`src/rtl/fpiss_pkg.sv`:
```
package fpiss_pkg;

   typedef enum logic [1:0] {
      FU_ADD  = 2'd0,
      FU_MUL  = 2'd1,
      FU_DIV  = 2'd2,
      FU_RSVD = 2'd3
   } fu_e;

   function automatic int max3(input int a, input int b, input int c);
      int m;
      m = (a > b) ? a : b;
      return (m > c) ? m : c;
   endfunction

endpackage

```
`src/rtl/fpiss_wb_resv.sv`:
```
module fpiss_wb_resv #(
   parameter int RESV_W = 26,
   parameter int CW     = 5
) (
   input  logic              clk,
   input  logic              rst_n,
   input  logic              fire,
   input  logic [CW-1:0]     lat,
   output logic              hit,
   output logic [RESV_W-1:0] resv
);

   logic [RESV_W-1:0] resv_q;
   logic [RESV_W-1:0] resv_d;

   generate
      for (genvar j = 0; j < RESV_W; j++) begin : g_bit
         if (j == RESV_W-1) begin : g_top
            assign resv_d[j] = fire && (lat == CW'(j+1));
         end else begin : g_mid
            assign resv_d[j] = resv_q[j+1] || (fire && (lat == CW'(j+1)));
         end
      end
   endgenerate

   always_ff @(posedge clk) begin
      if (!rst_n) resv_q <= '0;
      else        resv_q <= resv_d;
   end

   assign hit  = resv_q[lat];
   assign resv = resv_q;

   // the port never takes a second writer for one cycle
   a_r4_slot_free: assert property (@(posedge clk) disable iff (!rst_n)
      fire |-> !resv_q[lat]);

   // an issue lands one position below its latency after the shift
   a_r3_lands: assert property (@(posedge clk) disable iff (!rst_n)
      fire |=> resv_q[$past(lat) - CW'(1)]);

   // without an issue the vector only drains
   a_r3_drain: assert property (@(posedge clk) disable iff (!rst_n)
      !fire |=> (resv_q == ($past(resv_q) >> 1)));

endmodule

```
`src/rtl/fpiss_scoreboard.sv`:
```
module fpiss_scoreboard #(
   parameter int REG_AW   = 5,
   parameter int CW       = 5,
   parameter int READY_AT = 1
) (
   input  logic              clk,
   input  logic              rst_n,
   input  logic              fire,
   input  logic [CW-1:0]     lat,
   input  logic [REG_AW-1:0] dst,
   input  logic [REG_AW-1:0] src_a,
   input  logic [REG_AW-1:0] src_b,
   output logic              raw_hit,
   output logic              waw_hit
);

   localparam int NREG = 1 << REG_AW;

   logic [CW-1:0] cnt [NREG];

   generate
      for (genvar r = 0; r < NREG; r++) begin : g_reg
         always_ff @(posedge clk) begin
            if (!rst_n)                             cnt[r] <= '0;
            else if (fire && (dst == REG_AW'(r)))   cnt[r] <= lat;
            else if (cnt[r] != '0)                  cnt[r] <= cnt[r] - CW'(1);
         end
      end
   endgenerate

   always_comb begin
      raw_hit = (cnt[src_a] > CW'(READY_AT)) || (cnt[src_b] > CW'(READY_AT));
      waw_hit = (cnt[dst] != '0);
   end

   // an issuing instruction never reads a late operand
   a_r5_src_ready: assert property (@(posedge clk) disable iff (!rst_n)
      fire |-> (cnt[src_a] <= CW'(READY_AT)) && (cnt[src_b] <= CW'(READY_AT)));

   // an issuing instruction finds its destination idle
   a_r6_dst_idle: assert property (@(posedge clk) disable iff (!rst_n)
      fire |-> (cnt[dst] == '0));

   // the destination countdown starts at the unit latency
   a_r6_loaded: assert property (@(posedge clk) disable iff (!rst_n)
      fire |=> (cnt[$past(dst)] == $past(lat)));

endmodule

```
`src/rtl/fpiss_unit_busy.sv`:
```
module fpiss_unit_busy #(
   parameter int LAT       = 25,
   parameter int CW        = 5,
   parameter bit PIPELINED = 1'b0
) (
   input  logic clk,
   input  logic rst_n,
   input  logic start,
   output logic busy
);

   generate
      if (PIPELINED) begin : g_pipe
         assign busy = 1'b0;
      end else begin : g_iter
         logic [CW-1:0] left;

         always_ff @(posedge clk) begin
            if (!rst_n)            left <= '0;
            else if (start)        left <= CW'(LAT);
            else if (left != '0)   left <= left - CW'(1);
         end

         assign busy = (left > CW'(1));

         // a new operation only starts once the previous one is at write-back
         a_r7_no_overlap: assert property (@(posedge clk) disable iff (!rst_n)
            start |-> (left <= CW'(1)));

         // occupancy covers the full latency
         a_r7_loaded: assert property (@(posedge clk) disable iff (!rst_n)
            start |=> (left == CW'(LAT)));
      end
   endgenerate

endmodule

```
`src/rtl/fpiss_hazard_unit.sv`:
```
module fpiss_hazard_unit
   import fpiss_pkg::*;
#(
   parameter int REG_AW        = 5,
   parameter int ADD_LAT       = 4,
   parameter int MUL_LAT       = 7,
   parameter int DIV_LAT       = 25,
   parameter int READY_AT      = 1,
   parameter bit DIV_PIPELINED = 1'b0,
   localparam int RESV_W       = max3(ADD_LAT, MUL_LAT, DIV_LAT) + 1
) (
   input  logic              clk,
   input  logic              rst_n,
   input  logic              dec_valid,
   output logic              dec_ready,
   input  logic [1:0]        dec_unit,
   input  logic [REG_AW-1:0] dec_dst,
   input  logic [REG_AW-1:0] dec_src_a,
   input  logic [REG_AW-1:0] dec_src_b,
   output logic              iss_fire,
   output logic [1:0]        iss_unit,
   output logic [REG_AW-1:0] iss_dst,
   output logic [RESV_W-1:0] wb_resv
);

   localparam int CW = $clog2(RESV_W);

   generate
      if (ADD_LAT < 1 || MUL_LAT < 1 || DIV_LAT < 1) begin : g_bad_lat
         $error("fpiss_hazard_unit: every latency must be at least 1");
      end
      if (READY_AT < 0 || READY_AT >= RESV_W) begin : g_bad_ready
         $error("fpiss_hazard_unit: READY_AT out of range");
      end
      if (REG_AW < 1) begin : g_bad_aw
         $error("fpiss_hazard_unit: REG_AW must be at least 1");
      end
   endgenerate

   fu_e           unit;
   logic [CW-1:0] lat;
   logic          resv_hit;
   logic          raw_hit;
   logic          waw_hit;
   logic          div_busy;
   logic          div_start;
   logic          stall;

   assign unit = fu_e'(dec_unit);

   always_comb begin
      unique case (unit)
         FU_ADD:  lat = CW'(ADD_LAT);
         FU_MUL:  lat = CW'(MUL_LAT);
         FU_DIV:  lat = CW'(DIV_LAT);
         default: lat = CW'(1);
      endcase
   end

   always_comb begin
      stall = (unit == FU_RSVD) || resv_hit || raw_hit || waw_hit
           || ((unit == FU_DIV) && div_busy);
   end

   assign dec_ready = !stall;
   assign iss_fire  = dec_valid && dec_ready;
   assign iss_unit  = dec_unit;
   assign iss_dst   = dec_dst;
   assign div_start = iss_fire && (unit == FU_DIV);

   fpiss_wb_resv #(
      .RESV_W (RESV_W),
      .CW     (CW)
   ) u_resv (
      .clk   (clk),
      .rst_n (rst_n),
      .fire  (iss_fire),
      .lat   (lat),
      .hit   (resv_hit),
      .resv  (wb_resv)
   );

   fpiss_scoreboard #(
      .REG_AW   (REG_AW),
      .CW       (CW),
      .READY_AT (READY_AT)
   ) u_sb (
      .clk     (clk),
      .rst_n   (rst_n),
      .fire    (iss_fire),
      .lat     (lat),
      .dst     (dec_dst),
      .src_a   (dec_src_a),
      .src_b   (dec_src_b),
      .raw_hit (raw_hit),
      .waw_hit (waw_hit)
   );

   fpiss_unit_busy #(
      .LAT       (DIV_LAT),
      .CW        (CW),
      .PIPELINED (DIV_PIPELINED)
   ) u_div (
      .clk   (clk),
      .rst_n (rst_n),
      .start (div_start),
      .busy  (div_busy)
   );

   // the reserved code never leaves the issue stage
   a_r8_rsvd_held: assert property (@(posedge clk) disable iff (!rst_n)
      iss_fire |-> (dec_unit != FU_RSVD));

   // after an issue the reservation vector is never empty
   a_r4_resv_set: assert property (@(posedge clk) disable iff (!rst_n)
      iss_fire |=> (wb_resv != '0));

   // reservations exist only after some issue
   a_r1_quiet: assert property (@(posedge clk) disable iff (!rst_n)
      ($past(wb_resv) == '0 && !$past(iss_fire)) |-> (wb_resv == '0));

endmodule

```
`config.mk`:
```
export PLATFORM = sky130hd
export DESIGN_NAME = fpiss_hazard_unit
export DESIGN_NICKNAME = d
export VERILOG_FILES = /design/src/rtl/fpiss_pkg.sv /design/src/rtl/fpiss_wb_resv.sv /design/src/rtl/fpiss_scoreboard.sv /design/src/rtl/fpiss_unit_busy.sv /design/src/rtl/fpiss_hazard_unit.sv
export SDC_FILE = /design/constraint.sdc
export NUM_CORES = 1
export LEC_CHECK = 0
export BUFFER_PORTS_ARGS = -buffer_cell sky130_fd_sc_hd__buf_2
export CAP_MARGIN = 15
export CORE_MARGIN = 2
export CORE_UTILIZATION = 30
export DETAILED_ROUTE_END_ITERATION = 12
export GPL_TIMING_DRIVEN = 0
export PLACE_DENSITY_LB_ADDON = 0.12
export SYNTH_ARGS = -nofsm -noshare
export SYNTH_HDL_FRONTEND = slang
export SYNTH_HIERARCHICAL = 1
export SYNTH_SLANG_ARGS = --single-unit
```
`constraint.sdc`:
```
create_clock -name clk -period 4.5 [get_ports clk]
set_clock_uncertainty 0.1 [all_clocks]
set_input_delay 1.125 -clock clk [delete_from_list [all_inputs] [get_ports clk]]
set_output_delay 1.125 -clock clk [all_outputs]
set_load 0.01 [all_outputs]
```
==> reports/metrics.cfg <==
[critical_path]
required_ps = 3270
critical-path-max-stage-delay_ps = 510
cp_slowest_cell = mux4_2
end_kind = primary output
crit_arrival_ps = 3280
crit_chain = buf_12, clkbuf_16, buf_8, a32o_2, mux4_2, a32oi_1, o311a_4, nor3_4, buf_4, nor2b_4, buf_6
crit_path_start_kind = input pin
crit_type = input pin to primary output
crit_fanout = 5

[cts]
clk_latency_ps = 460
root_buffer = clkbuf_16
clk_pin_slew_worst_paths_ps = 80
clock_path_buffers = 2
cts_tree = yes
clock_sinks = 191
htreeDepth = 4
numCtsBuffers = 17

[timing]
fmax_ghz = 0.222
relSlewSlack_pct = 30.2
finalMaxSlewViolations = 0
hold_ws_ps = 404
rsz0062_at_grt = yes
hold_violations = 0
min_period_ps = 4510
fin_ws_ps = -9.64
setup_viol = 1
period_share_pct = 100
tightest_slew_ps = 1050
tns_ps = -9.64

[power]
clkPwrFrac_pct = 18.3
seqPwrFrac_pct = 41.2
internal_power_mw = 5.39
power.net_switching_mw = 3.50
p_per_area_nw_per_um2 = 633
irDropWorstVdd_uv = 257
p_comb_share_pct = 40.5
switching_share_pct = 39.4
leakagePower_nw = 5.03

[detailed_routing]
dr.pass1.iters = 5
drtAntennaViolNets = 0
drt-total-wl_um = 40600
drt_iter0_drc = 834
drcViolationCount = 0
post_drt_via_cell_ratio = 5.40
vias = 10400
wl_per_cell_um = 21.0

[final_layout]
syn_to_final_growth_pct = 17.7
drive_gt1_share_pct = 15.3
nets = 1451
finish.utilization_pct = 35.5
diodes = 0

[synthesis]
syn_area_um2 = 11900
synth_top_area_share_pct = 40.2
syn_area_per_cell_um2 = 9.13
async_flop_share_pct = 0
ys_top_cells_by_count = nand2_1 (221), edfxtp_1 (160), o21ai_0 (158)
synth_area_leaders = edfxtp_1 (40%), nand2_1 (6.9%), o21ai_0 (6.6%)
synth_edf_count = 160
synth.distinct_cells = 69
synth_top_area_cell = edfxtp_1
syn_nets = 1363
yosys_warnings = 6
yosys_most_used_dff = edfxtp_1
synth_seq_cells = 191
synthMostInstantiatedCell = nand2_1
synth_cells = 1308
ys_seq_area_share_pct = 45.4

[grt]
antenna_found_initial = 1
grt_overflow_total = 0
grt_max_degree = 18
grt_pass1_wl_um = 61400
grt_pass1_vias = 10100
grtUsageTotal_pct = 19.8

[outcome]
violations = negative setup slack
status = complete, but fails checks

[floorplanning]
io_pins = 55
fp.dieH_um = 204
core_um2 = 39500
rows = 73
die_x_um = 204
die_area_um2 = 41400
initial_core_util_pct = 30.2

[place]
place.gp.congestion = 0.857
hpwlAfterDp_um = 29200
io_buffers = 51

[min_path]
min_path_type = flop to flop

[run]
drv_cap = 0

-- routing by layer --
layer	share of wire (%)	global-route usage [%]	up-vias
met2	46	31.7	249
li1	-	-	4948
met5	0	0	-
met4	1.9	6.07	0
met3	4.6	3.18	35
met1	47	27.3	5207
-- registers in the layout (all words and copies together), names as in the netlist --
register	flops
u_sb/cnt	160
u_resv/resv	26
u_div/g_iter.left	5
-- critical path, delay by kind of cell --
family	cells	cell delay, ps
AO/OA/AOI/OAI	3	790
buffers and inverters	5	670
multiplexers	1	510
AND/OR/NAND/NOR	2	180
-- metrics by stage --
stage               power [mW]  instance area (µm²)  std cells  setup WS, ps
finish                    8.89                14100       1934         -9.64
global route              9.53                14100       1934         -55.1
detailed placement        7.00                12900       1884         -2310
global placement          6.97                12900       1884         -2270
CTS                       8.80                13800       1923         -61.5
floorplan                 5.96                11900       1308          60.7
-- cell type report --
cell class,count,area [µm²]
fillers,4068,25500
multi-input cells,983,6230
flip-flops and latches,191,5430
well taps,525,657
clock buffers,25,571
repair buffers,71,453
plain buffers,56,360
inverters,76,292
clock inverters,7,58.8
-- cells in the final DEF (no fill, tap or decap), types with 18 or more instances in the layout --
master,count
a21oi_1,18
a32o_1,23
buf_2,52
buf_4,26
clkbuf_1,28
clkbuf_16,22
dfxtp_1,31
edfxtp_1,160
ha_1,35
inv_1,74
nand2_1,218
nand3_1,41
nor2_1,108
nor2_2,20
nor2b_1,18
nor3_1,59
nor4_1,18
o21a_1,32
o21ai_0,158
xnor2_1,62
-- logic make-up after synthesis --
group / after synthesis / synth area share, %
multiplexers: 28 / 4.12
flip-flops: 191 / 45.4
AND/OR/NAND/NOR: 561 / 21.5
AO/OA/AOI/OAI: 295 / 15.7
buffers and inverters: 134 / 4.83
adder cells (fa/ha/maj): 35 / 3.67
XOR/XNOR: 64 / 4.69
-- power by group through the flow --
stage                     logic [mW]  clock network [mW]  registers (mW)
after floorplan                 2.55                   0            3.42
after global placement          3.34                   0            3.63
after detailed placement        3.37                   0            3.63
after CTS                       3.50                1.67            3.64
after global routing            4.03                1.73            3.78
final                           3.60                1.63            3.67
-- worst paths after layout --
| kind | start | to | slack [ps] | cells past startpoint |
|---|---|---|---|---|
| worst max-delay path | dec_dst[0] | dec_ready | -10 | 11 |
| worst min-delay path | u_resv/resv[17]$_SDFF_PN0_ | u_resv/resv[16]$_SDFF_PN0_ | 400 | 2 |
| worst max register to register | u_sb/cnt[21][2]$_DFFE_PP_ | u_sb/cnt[17][1]$_DFFE_PP_ | 150 | 15 |
| worst min register to register | u_resv/resv[17]$_SDFF_PN0_ | u_resv/resv[16]$_SDFF_PN0_ | 400 | 2 |
-- what timing repair did --
item / CTS / global route
gates resized for setup: 64 / 42
setup buffers: 7 / 13
hold buffers: 0 / 0
setup endpoints to repair: 348 / 198
pin swaps: 4 / 9
(Power assumes the default switching activity.)
